## src/rtl/bxlat_pkg.sv

```systemverilog
package bxlat_pkg;
    localparam int EA_W    = 32;
    localparam int BLK_LSB = 17;
    localparam int TAG_W   = EA_W - BLK_LSB;
    localparam int MSK_W   = 11;
    localparam int N_DEF   = 4;

    typedef enum logic [1:0] {
        PROT_NONE = 2'b00,
        PROT_RO   = 2'b01,
        PROT_RW   = 2'b10,
        PROT_RWX  = 2'b11
    } prot_e;

    typedef struct packed {
        logic [TAG_W-1:0] ebase;
        logic [MSK_W-1:0] mask;
        logic [TAG_W-1:0] pbase;
        logic             vs;
        logic             vu;
        prot_e            prot;
    } win_t;

    typedef struct packed {
        logic            hit;
        logic            fault;
        logic            from_blk;
        logic [EA_W-1:0] pa;
    } xres_t;

    function automatic logic mask_is_run(input logic [MSK_W-1:0] m);
        logic [MSK_W-1:0] inc;
        inc = m + 1'b1;
        return (m & inc) == '0;
    endfunction

    function automatic logic [TAG_W-1:0] widen_mask(input logic [MSK_W-1:0] m);
        return {{(TAG_W-MSK_W){1'b0}}, m};
    endfunction

    function automatic logic access_ok(input prot_e p, input logic wr);
        case (p)
            PROT_NONE: return 1'b0;
            PROT_RO:   return !wr;
            default:   return 1'b1;
        endcase
    endfunction
endpackage

```

## src/rtl/bxlat_regs.sv

```systemverilog
module bxlat_regs
    import bxlat_pkg::*;
#(
    parameter int N_ENT = N_DEF,
    localparam int IDX_W = (N_ENT > 1) ? $clog2(N_ENT) : 1
) (
    input  logic                   clk,
    input  logic                   rst,
    input  logic                   we,
    input  logic [IDX_W-1:0]       idx,
    input  win_t                   wdata,
    output win_t [N_ENT-1:0]       ents
);
    win_t [N_ENT-1:0] ents_q;

    always_ff @(posedge clk) begin
        if (rst) begin
            ents_q <= '0;
        end else if (we) begin
            ents_q[idx] <= wdata;
        end
    end

    assign ents = ents_q;

    for (genvar g = 0; g < N_ENT; g++) begin : g_chk
        assert_write_lands_R11: assert property (@(posedge clk) disable iff (rst)
            (we && idx == IDX_W'(g)) |=> ents[g] == $past(wdata));
        assert_other_kept_R11: assert property (@(posedge clk) disable iff (rst)
            !(we && idx == IDX_W'(g)) |=> $stable(ents[g]));
    end
endmodule

```

## src/rtl/bxlat_cmp.sv

```systemverilog
module bxlat_cmp
    import bxlat_pkg::*;
(
    input  logic             clk,
    input  logic             rst,
    input  win_t             ent,
    input  logic [EA_W-1:0]  ea,
    input  logic             user,
    input  logic             wr,
    output logic             match,
    output logic             viol,
    output logic [EA_W-1:0]  pa
);
    logic [TAG_W-1:0] mext;
    logic [TAG_W-1:0] ea_tag;
    logic             tag_eq;
    logic             priv_ok;
    logic             shape_ok;

    always_comb begin
        mext     = widen_mask(ent.mask);
        ea_tag   = ea[EA_W-1:BLK_LSB];
        tag_eq   = ((ea_tag ^ ent.ebase) & ~mext) == '0;
        priv_ok  = user ? ent.vu : ent.vs;
        shape_ok = mask_is_run(ent.mask);
        match    = tag_eq && priv_ok && shape_ok;
        viol     = !access_ok(ent.prot, wr);
        pa       = {(ent.pbase & ~mext) | (ea_tag & mext), ea[BLK_LSB-1:0]};
    end

    assert_bad_mask_never_hits_R4: assert property (@(posedge clk) disable iff (rst)
        !mask_is_run(ent.mask) |-> !match);
    assert_low_bits_pass_R3: assert property (@(posedge clk) disable iff (rst)
        pa[BLK_LSB-1:0] == ea[BLK_LSB-1:0]);
endmodule

```

## src/rtl/bxlat_unit.sv

```systemverilog
module bxlat_unit
    import bxlat_pkg::*;
#(
    parameter int N_ENT = N_DEF,
    localparam int IDX_W = (N_ENT > 1) ? $clog2(N_ENT) : 1
) (
    input  logic              clk,
    input  logic              rst,
    input  logic              cfg_we,
    input  logic [IDX_W-1:0]  cfg_idx,
    input  logic [TAG_W-1:0]  cfg_ebase,
    input  logic [MSK_W-1:0]  cfg_mask,
    input  logic [TAG_W-1:0]  cfg_pbase,
    input  logic              cfg_vs,
    input  logic              cfg_vu,
    input  logic [1:0]        cfg_prot,
    input  logic              req_valid,
    input  logic [EA_W-1:0]   req_ea,
    input  logic              req_write,
    input  logic              req_user,
    input  logic              tlb_hit,
    input  logic [EA_W-1:0]   tlb_pa,
    output logic              rsp_valid,
    output logic              rsp_hit,
    output logic              rsp_fault,
    output logic              rsp_from_block,
    output logic [EA_W-1:0]   rsp_pa
);
    win_t                  wdata;
    win_t [N_ENT-1:0]      ents;
    logic [N_ENT-1:0]      match_v;
    logic [N_ENT-1:0]      viol_v;
    logic [EA_W-1:0]       pa_v [N_ENT];
    logic                  any_blk;
    logic [IDX_W-1:0]      sel;
    xres_t                 nxt;
    xres_t                 res_q;
    logic                  vld_q;

    always_comb begin
        wdata.ebase = cfg_ebase;
        wdata.mask  = cfg_mask;
        wdata.pbase = cfg_pbase;
        wdata.vs    = cfg_vs;
        wdata.vu    = cfg_vu;
        wdata.prot  = prot_e'(cfg_prot);
    end

    bxlat_regs #(.N_ENT(N_ENT)) u_regs (
        .clk   (clk),
        .rst   (rst),
        .we    (cfg_we),
        .idx   (cfg_idx),
        .wdata (wdata),
        .ents  (ents)
    );

    for (genvar g = 0; g < N_ENT; g++) begin : g_cmp
        bxlat_cmp u_cmp (
            .clk   (clk),
            .rst   (rst),
            .ent   (ents[g]),
            .ea    (req_ea),
            .user  (req_user),
            .wr    (req_write),
            .match (match_v[g]),
            .viol  (viol_v[g]),
            .pa    (pa_v[g])
        );
    end

    // lowest index wins: scan downward so the last assignment is the smallest
    always_comb begin
        any_blk = 1'b0;
        sel     = '0;
        for (int i = N_ENT - 1; i >= 0; i--) begin
            if (match_v[i]) begin
                any_blk = 1'b1;
                sel     = i[IDX_W-1:0];
            end
        end
    end

    always_comb begin
        nxt = '0;
        if (req_valid) begin
            if (any_blk) begin
                nxt.from_blk = 1'b1;
                if (viol_v[sel]) begin
                    nxt.fault = 1'b1;
                end else begin
                    nxt.hit = 1'b1;
                    nxt.pa  = pa_v[sel];
                end
            end else if (tlb_hit) begin
                nxt.hit = 1'b1;
                nxt.pa  = tlb_pa;
            end
        end
    end

    always_ff @(posedge clk) begin
        if (rst) begin
            res_q <= '0;
            vld_q <= 1'b0;
        end else begin
            res_q <= nxt;
            vld_q <= req_valid;
        end
    end

    assign rsp_valid      = vld_q;
    assign rsp_hit        = res_q.hit;
    assign rsp_fault      = res_q.fault;
    assign rsp_from_block = res_q.from_blk;
    assign rsp_pa         = res_q.pa;

    assert_resp_follows_req_R2: assert property (@(posedge clk) disable iff (rst)
        req_valid |=> rsp_valid);
    assert_no_resp_without_req_R2: assert property (@(posedge clk) disable iff (rst)
        !req_valid |=> !rsp_valid);
    assert_idle_quiet_R10: assert property (@(posedge clk) disable iff (rst)
        !req_valid |=> (!rsp_hit && !rsp_fault));
    assert_fault_blocks_hit_R7: assert property (@(posedge clk) disable iff (rst)
        rsp_fault |-> (!rsp_hit && rsp_from_block && rsp_pa == '0));
    assert_block_beats_tlb_R8: assert property (@(posedge clk) disable iff (rst)
        (req_valid && any_blk && tlb_hit) |=> rsp_from_block);
    assert_tlb_fallback_R9: assert property (@(posedge clk) disable iff (rst)
        (req_valid && !any_blk && tlb_hit) |=>
            (rsp_hit && !rsp_from_block && rsp_pa == $past(tlb_pa)));
    assert_one_winner_R5: assert property (@(posedge clk) disable iff (rst)
        any_blk |-> match_v[sel]);
endmodule

```

## config.mk

```make
export PLATFORM = sky130hd
export DESIGN_NAME = bxlat_unit
export DESIGN_NICKNAME = d
export VERILOG_FILES = /design/src/rtl/bxlat_pkg.sv /design/src/rtl/bxlat_regs.sv /design/src/rtl/bxlat_cmp.sv /design/src/rtl/bxlat_unit.sv
export SDC_FILE = /design/constraint.sdc
export NUM_CORES = 1
export LEC_CHECK = 0
export CORE_AREA = 2 2 163 165
export DETAILED_ROUTE_END_ITERATION = 12
export DIE_AREA = 0 0 165 167
export PLACE_DENSITY_LB_ADDON = 0.25
export SYNTH_ARGS = -nofsm -noshare
export SYNTH_HDL_FRONTEND = slang
export SYNTH_HIERARCHICAL = 1
export SYNTH_SLANG_ARGS = --single-unit
```

## constraint.sdc

```tcl
create_clock -name clk -period 2.61 [get_ports clk]
set_input_delay 0.261 -clock clk [delete_from_list [all_inputs] [get_ports clk]]
set_output_delay 0.261 -clock clk [all_outputs]
set_load 0.01 [all_outputs]
```

# [Yosys cells after proc, flatten, opt, wreduce, memory -nomap -nowiden]
# Index checks and enable logic that the tools add are counted.
[word_totals] ff_bits=216 input_bits=118 output_inout_bits=36 elab_cells=132
[classes] n_addsub=4 n_lt_le_gt_ge=4 eq_ne=4 n_mux=32 n_bitwise=31 reduce_logical=28
[ops] op="$bwmux W180" count=1
[ops] op="$mux W32" count=5
[ops] op="$and A15 B15 Y15" count=8
[ops] op="$demux W45 S2" count=1
[ops] op="$bmux W32 S2" count=1
[ops] op="$and A15 B11 Y15" count=4
[ops] op="$logic_not A15 Y1" count=4
[ops] op="$not A11 Y15" count=4
[ops] op="$or A15 B15 Y15" count=4
[ops] op="$xor A15 B15 Y15" count=4
[ops] op="$mux W45" count=1
[ops] op="$add A11 B1 Y11 const B" count=4
[ops] op="$and A11 B11 Y11" count=4
[ops] op="$logic_not A11 Y1" count=4
[ops] op="$mux W1" count=14
[ops] op="$logic_and A1 B1 Y1" count=9
[ops] op="$eq A2 B1 Y1 const B" count=4
[ops] op="$logic_not A2 Y1" count=4
[ops] op="$mux W2" count=4
[ops] op="$pmux W1 S2" count=4
[ops] op="$lt A2 B3 Y1 const B" count=2
[ops] op="$logic_not A1 Y1" count=5
[ops] op="$ge A3 B3 Y1 const B" count=1
[ops] op="$not A2 Y3" count=1
[ops] op="5 further kinds" count=6

# [Logic depth before layout (Yosys ltp)]
[logic_depth] ltp_word=15 depth_mapped=10 mapped_depth_nobuf=8

# [Modules after synthesis]
# Netlist, hierarchy kept.
[modules_own_cells] mod="bxlat_regs" n_inst=1 cells_each=636 area_per_inst_um2=7136.8 seq_area_each_um2=3603.5
[modules_own_cells] mod="bxlat_cmp" n_inst=4 cells_each=73 area_per_inst_um2=565.5 seq_area_each_um2=0.0
[modules_own_cells] mod="bxlat_unit" n_inst=1 cells_each=246 area_per_inst_um2=2060.7 seq_area_each_um2=720.7

# [Least setup slack after synthesis]
# Ideal clock, no wire load.
[synth_timing] path_type="register -> register" startpoint="register u_regs.ents_q, in the netlist u_regs/ents[32]" endpoint="register res_q, in the netlist rsp_pa[15]" setup_time_ps=117 t_arrival_ps=2078 t_required_ps=2493 setup_slack_ps=415 path_stages_with_launch=11 path_buffers=2 period_less_slack_ps=2195 cell_sequence="dfxtp_1 > xor2_1 > o31a_1 > nor3_2 > and4_1 > clkbuf_1 > nor3b_1 > o21ai_1 > a31oi_4 > buf_6 > a32o_1"
[synth_between] elab_chain_cells=12 word_cells_on_any_way=15 classes_between="mux: 9; bitwise: 3; reduce/logical: 3"
[synth_lines] item="start, declared" line_no="bxlat_regs.sv:14" rtl="win_t [N_ENT-1:0] ents_q;"
[synth_lines] item="start signal, assigned by index" line_no="bxlat_regs.sv:20" rtl="ents_q[idx] <= wdata;"
[synth_lines] item="$xor A15 B15 Y15 (*)" line_no="bxlat_cmp.sv:23" rtl="tag_eq = ((ea_tag ^ ent.ebase) & ~mext) == '0;"
[synth_lines] item="$and A15 B15 Y15 (*)" line_no="bxlat_cmp.sv:23"
[synth_lines] item="$logic_not A15 Y1 (*)" line_no="bxlat_cmp.sv:23"
[synth_lines] item="$logic_and A1 B1 Y1 (*) (2 in series)" line_no="bxlat_cmp.sv:26" rtl="match = tag_eq && priv_ok && shape_ok;"
[synth_lines] item="net match_v[0]" line_no="bxlat_unit.sv:31" rtl="logic [N_ENT-1:0] match_v;"
[synth_lines] item="$mux W2" line_no="bxlat_unit.sv:77" rtl="if (match_v[i]) begin"
[synth_lines] item="$not A2 Y3 (implied by the code)" line_no="bxlat_unit.sv:93" rtl="nxt.pa = pa_v[sel];"
[synth_lines] item="$bmux W32 S2" line_no="bxlat_unit.sv:93"
[synth_lines] item="$mux W32 (implied by the code) (2 in series)" line_no="bxlat_unit.sv:93"
[synth_lines] item="$mux W32" line_no="bxlat_unit.sv:89" rtl="if (viol_v[sel]) begin"
[synth_lines] item="$mux W32 (*)" line_no="bxlat_unit.sv:87" rtl="if (any_blk) begin"
[synth_lines] item="end signal, assigned" line_no="bxlat_unit.sv:107" rtl="res_q <= nxt;"
[synth_lines] item="end, declared" line_no="bxlat_unit.sv:37" rtl="xres_t res_q;"
# The timed path passes the listed nets; every way through them passes the cells marked *. The select of a mux whose other input is x is not followed.
# A chain may end at the register's enable or synchronous reset.

# [Final worst setup path]
[layout_timing] startpoint="register u_regs.ents_q, in the netlist u_regs/ents[177]" endpoint="register res_q, in the netlist rsp_pa[23]"
[layout_between] elab_chain_cells=15 word_cells_on_any_way=21 classes_between="mux: 15; bitwise: 3; reduce/logical: 3"
[layout_lines] item="$xor A15 B15 Y15 (*)" line_no="bxlat_cmp.sv:23"
[layout_lines] item="$and A15 B15 Y15 (*)" line_no="bxlat_cmp.sv:23"
[layout_lines] item="$logic_not A15 Y1 (*)" line_no="bxlat_cmp.sv:23"
[layout_lines] item="$logic_and A1 B1 Y1 (*) (2 in series)" line_no="bxlat_cmp.sv:26"
[layout_lines] item="net match_v[3]" line_no="bxlat_unit.sv:31"
[layout_lines] item="$mux W2 (4 in series)" line_no="bxlat_unit.sv:77"
[layout_lines] item="$not A2 Y3 (implied by the code)" line_no="bxlat_unit.sv:93"
[layout_lines] item="$bmux W32 S2" line_no="bxlat_unit.sv:93"
[layout_lines] item="$mux W32 (implied by the code) (2 in series)" line_no="bxlat_unit.sv:93"
[layout_lines] item="$mux W32" line_no="bxlat_unit.sv:89"
[layout_lines] item="$mux W32 (*)" line_no="bxlat_unit.sv:87"
# Marks and branches as above.

==> metrics <==
final period utilization=96.68%; mux contribution to synthesized area=20.44%; TritonRoute pass-1 iters=5; Total Routing Usage GR=22.17%; TritonCTS Buffers=25; largest net degree at the start of global routing=226; Sw Pwr=1.926 mW; Synth Area per Inst=9.761 um2; Top delay family on crit path=simple AND/OR/NAND/NOR gates; DR vias/cell=5.249; detailed-route wire length per cell=19.24 um; main combinational cell family by area after synthesis=multiplexers; # clock sinks=216; Worst Max-Slew Pin Slew=0.8295 ns; Post-Route Utilization=54.92%; pwr dens=568.9 nW/um2; WS Path Type=reg -> reg; clock root buffer=clkbuf_16; outcome=finished clean; Yosys reg bits=216; top-area cell type share of the netlist area=37.73%; layout cells sized above 1=18.36%; Setup crit start kind=register; critical path depth=9; Mapped Area=11460 um2; Fin Clk Skew=0.01244 ns; max-cap violations=0; maximum clock rate=0.3963 GHz; Die Ht=167 um; worst endpoint required time=3.08 ns; Die X-Extent=165 um; Synth Area in XOR/XNOR=4.586%; Clock Power Share=45.0%; Yosys cell types=40; Sequential Power Share=43.4%; Slew headroom=44.70%; Design Area, Final=14150 um2; combinational share of power=11.7%; # H-tree levels=1; DP Worst Slack=-0.5585 ns; global-route wire length before repair=47970 um; nets@finish=1402; P_leak=5.928 nW; initial antenna violation count=1; Net Count, Synth=1292; Worst-path clk slew=0.06 ns; CP endpoint kind=register; Seq/Total Area, Yosys=37.73%; synth warn=6; Max clock buf depth=3; Setup Viol. Count Final=0; adder-cell share of the synthesized area=0%; Pint=6.124 mW; Synth Area in Simple Gates=17.49%; Mapped Cells=1174; final count of hold timing violations=0; I/O pin count=154; GP Congestion=0.8885; Initial Util=44.48%; crit path cell chain=xnor2_1 > o2111ai_1 > nor4_2 > and4_4 > nor3b_2 > o21ai_2 > a31oi_4 > clkbuf_16 > a32o_1; R2R cell count=9; Final Max Slew Viols=0; post-synthesis compound-gate area fraction=10.24%; Post-DRT Antenna Nets=0; number of global-route vias before repair=8611; via count=8593; WL final=31490 um; worst min path class=in -> reg; n_diodes=0; Detail Placement HPWL=21280 um; worst hold stages=2; # DRC=0; gr ovfl total=0; PnR worst setup slack=0.08662 ns; Final Power=8.050 mW; CP max stage delay=0.49 ns; Crit-path slowest cell=nor4_2; Area Growth Syn to Fin=23.47%; DP Area=13100 um2; dominant cells by area after synthesis=dfxtp_1 38%, mux2i_1 16%, nand2b_1 12%; Core ar.=25760 um2; TritonCTS clock tree=done; Die Area=27560 um2; fin crit period=2.523 ns; Core Rows=59; crit path DAT=2.99 ns; leading area contributor after synthesis=dfxtp_1; Buffers on Ports=153; CP Max Fanout=7; switching part of the total power=23.93%; Buf/Inv on CP=1; Worst-Skew Late Latency=0.53 ns; Max VDD drop=389.7 uV; 1st-iter DRT viols=582
[metal layers]
metal  track usage (%)  vias up  share of wire, %
met5                 0        -                 0
met2             37.45      231                47
met4             5.142        0               2.4
met1             30.11     4105                45
met3             2.690       49               4.8
li1                  -     4208                 -
[registers in the layout, summed over array words and instances (netlist names)]
register and flops:
u_regs/ents 180, rsp_pa 32, rsp_fault 1, rsp_from_block 1, rsp_hit 1, rsp_valid 1
[what timing repair did]
item	CTS	global route
cloned	0	2
setup endpoints to repair	32	32
pin swaps	0	7
hold endpoints to repair	1	0
setup buffers	0	4
gates resized for setup	3	28
hold buffers	1	0
[worst register-to-register path, cell delays in order (launching register included)]
cell and delay, ns:
dfxtp_1 0.32, xnor2_1 0.16, o2111ai_1 0.15, nor4_2 0.49, and4_4 0.34, nor3b_2 0.20
o21ai_2 0.10, a31oi_4 0.30, clkbuf_16 0.23, a32o_1 0.16
[cells in the mapped netlist, drive strengths merged]
master,n
nand2b,227
dfxtp,216
mux2i,180
buf,120
o22ai,56
xnor2,52
mux2,48
a21oi,40
o21ai,38
clkbuf,36
a32o,32
or2,32
nor2,24
inv,14
and2,8
xor2,8
nand2,5
nor3,5
nor4,5
and4,4
o2111ai,4
o31a,4
nor3b,3
nand3,2
nand3b,2
nor2b,2
a31oi,1
and3,1
and3b,1
o21ba,1
o21bai,1
or3b,1
or4,1
[through the flow]
stage / std cells / setup TNS [ns] / hold WS [ns]
2_1_floorplan: 1174 / 0 / 0.3868
3_3_place_gp: 1585 / -15.97 / 0.4562
3_5_place_dp: 1585 / -17.89 / 0.4592
4_1_cts: 1631 / 0 / 0.3196
5_1_grt: 1637 / -0.01030 / 0.3297
6_report: 1637 / 0 / 0.3306
[power by group through the flow]
stage	clock network (mW)	registers [mW]	logic, mW
after floorplan	0	3.55	0.564
after global placement	0	3.56	0.913
after detailed placement	0	3.56	0.917
after CTS	3.68	3.49	0.927
after global routing	3.82	3.50	1.00
final	3.62	3.49	0.938
[final timing paths]
path / startpoint / to / slack, ns
max reg2reg: u_regs/ents[177] / rsp_pa[23] / 0.09
min: tlb_pa[7] / rsp_pa[7] / 0.33
min reg2reg: u_regs/ents[15] / u_regs/ents[15] / 0.47
max: u_regs/ents[177] / rsp_pa[23] / 0.09
[cells by family after synthesis]
| logic type | count (synthesis) |
|---|---|
| XOR/XNOR | 60 |
| multiplexers | 228 |
| flip-flops | 216 |
| AO/OA/AOI/OAI | 177 |
| AND/OR/NAND/NOR | 323 |
| buffers and inverters | 170 |
[layout by cell type, fill, tap and decap left out, types with 7 or more instances in the layout]
cell type	synthesis	layout
and2_1	8	7
nor2_1	24	23
xnor2_1	52	49
o21ai_0	37	33
xor2_1	8	8
nand2b_1	227	227
o22ai_1	56	56
clkinv_2	0	7
mux2i_1	180	180
buf_12	0	10
mux2_2	48	48
dfxtp_1	216	212
inv_1	14	14
buf_4	94	73
a32o_1	32	32
clkdlybuf4s50_1	0	150
clkbuf_16	0	26
a21oi_1	40	40
or2_2	26	26
[area by class of cell]
class	count	area (um2)
sequential	216	4329
timing repair buffer	239	2332
fill	2267	11610
clock buffer	31	698.2
tap	335	419.2
multi-input combinational	788	6161
clock inverter	14	157.7
inverter	14	52.55
(Power assumes the default switching activity.)
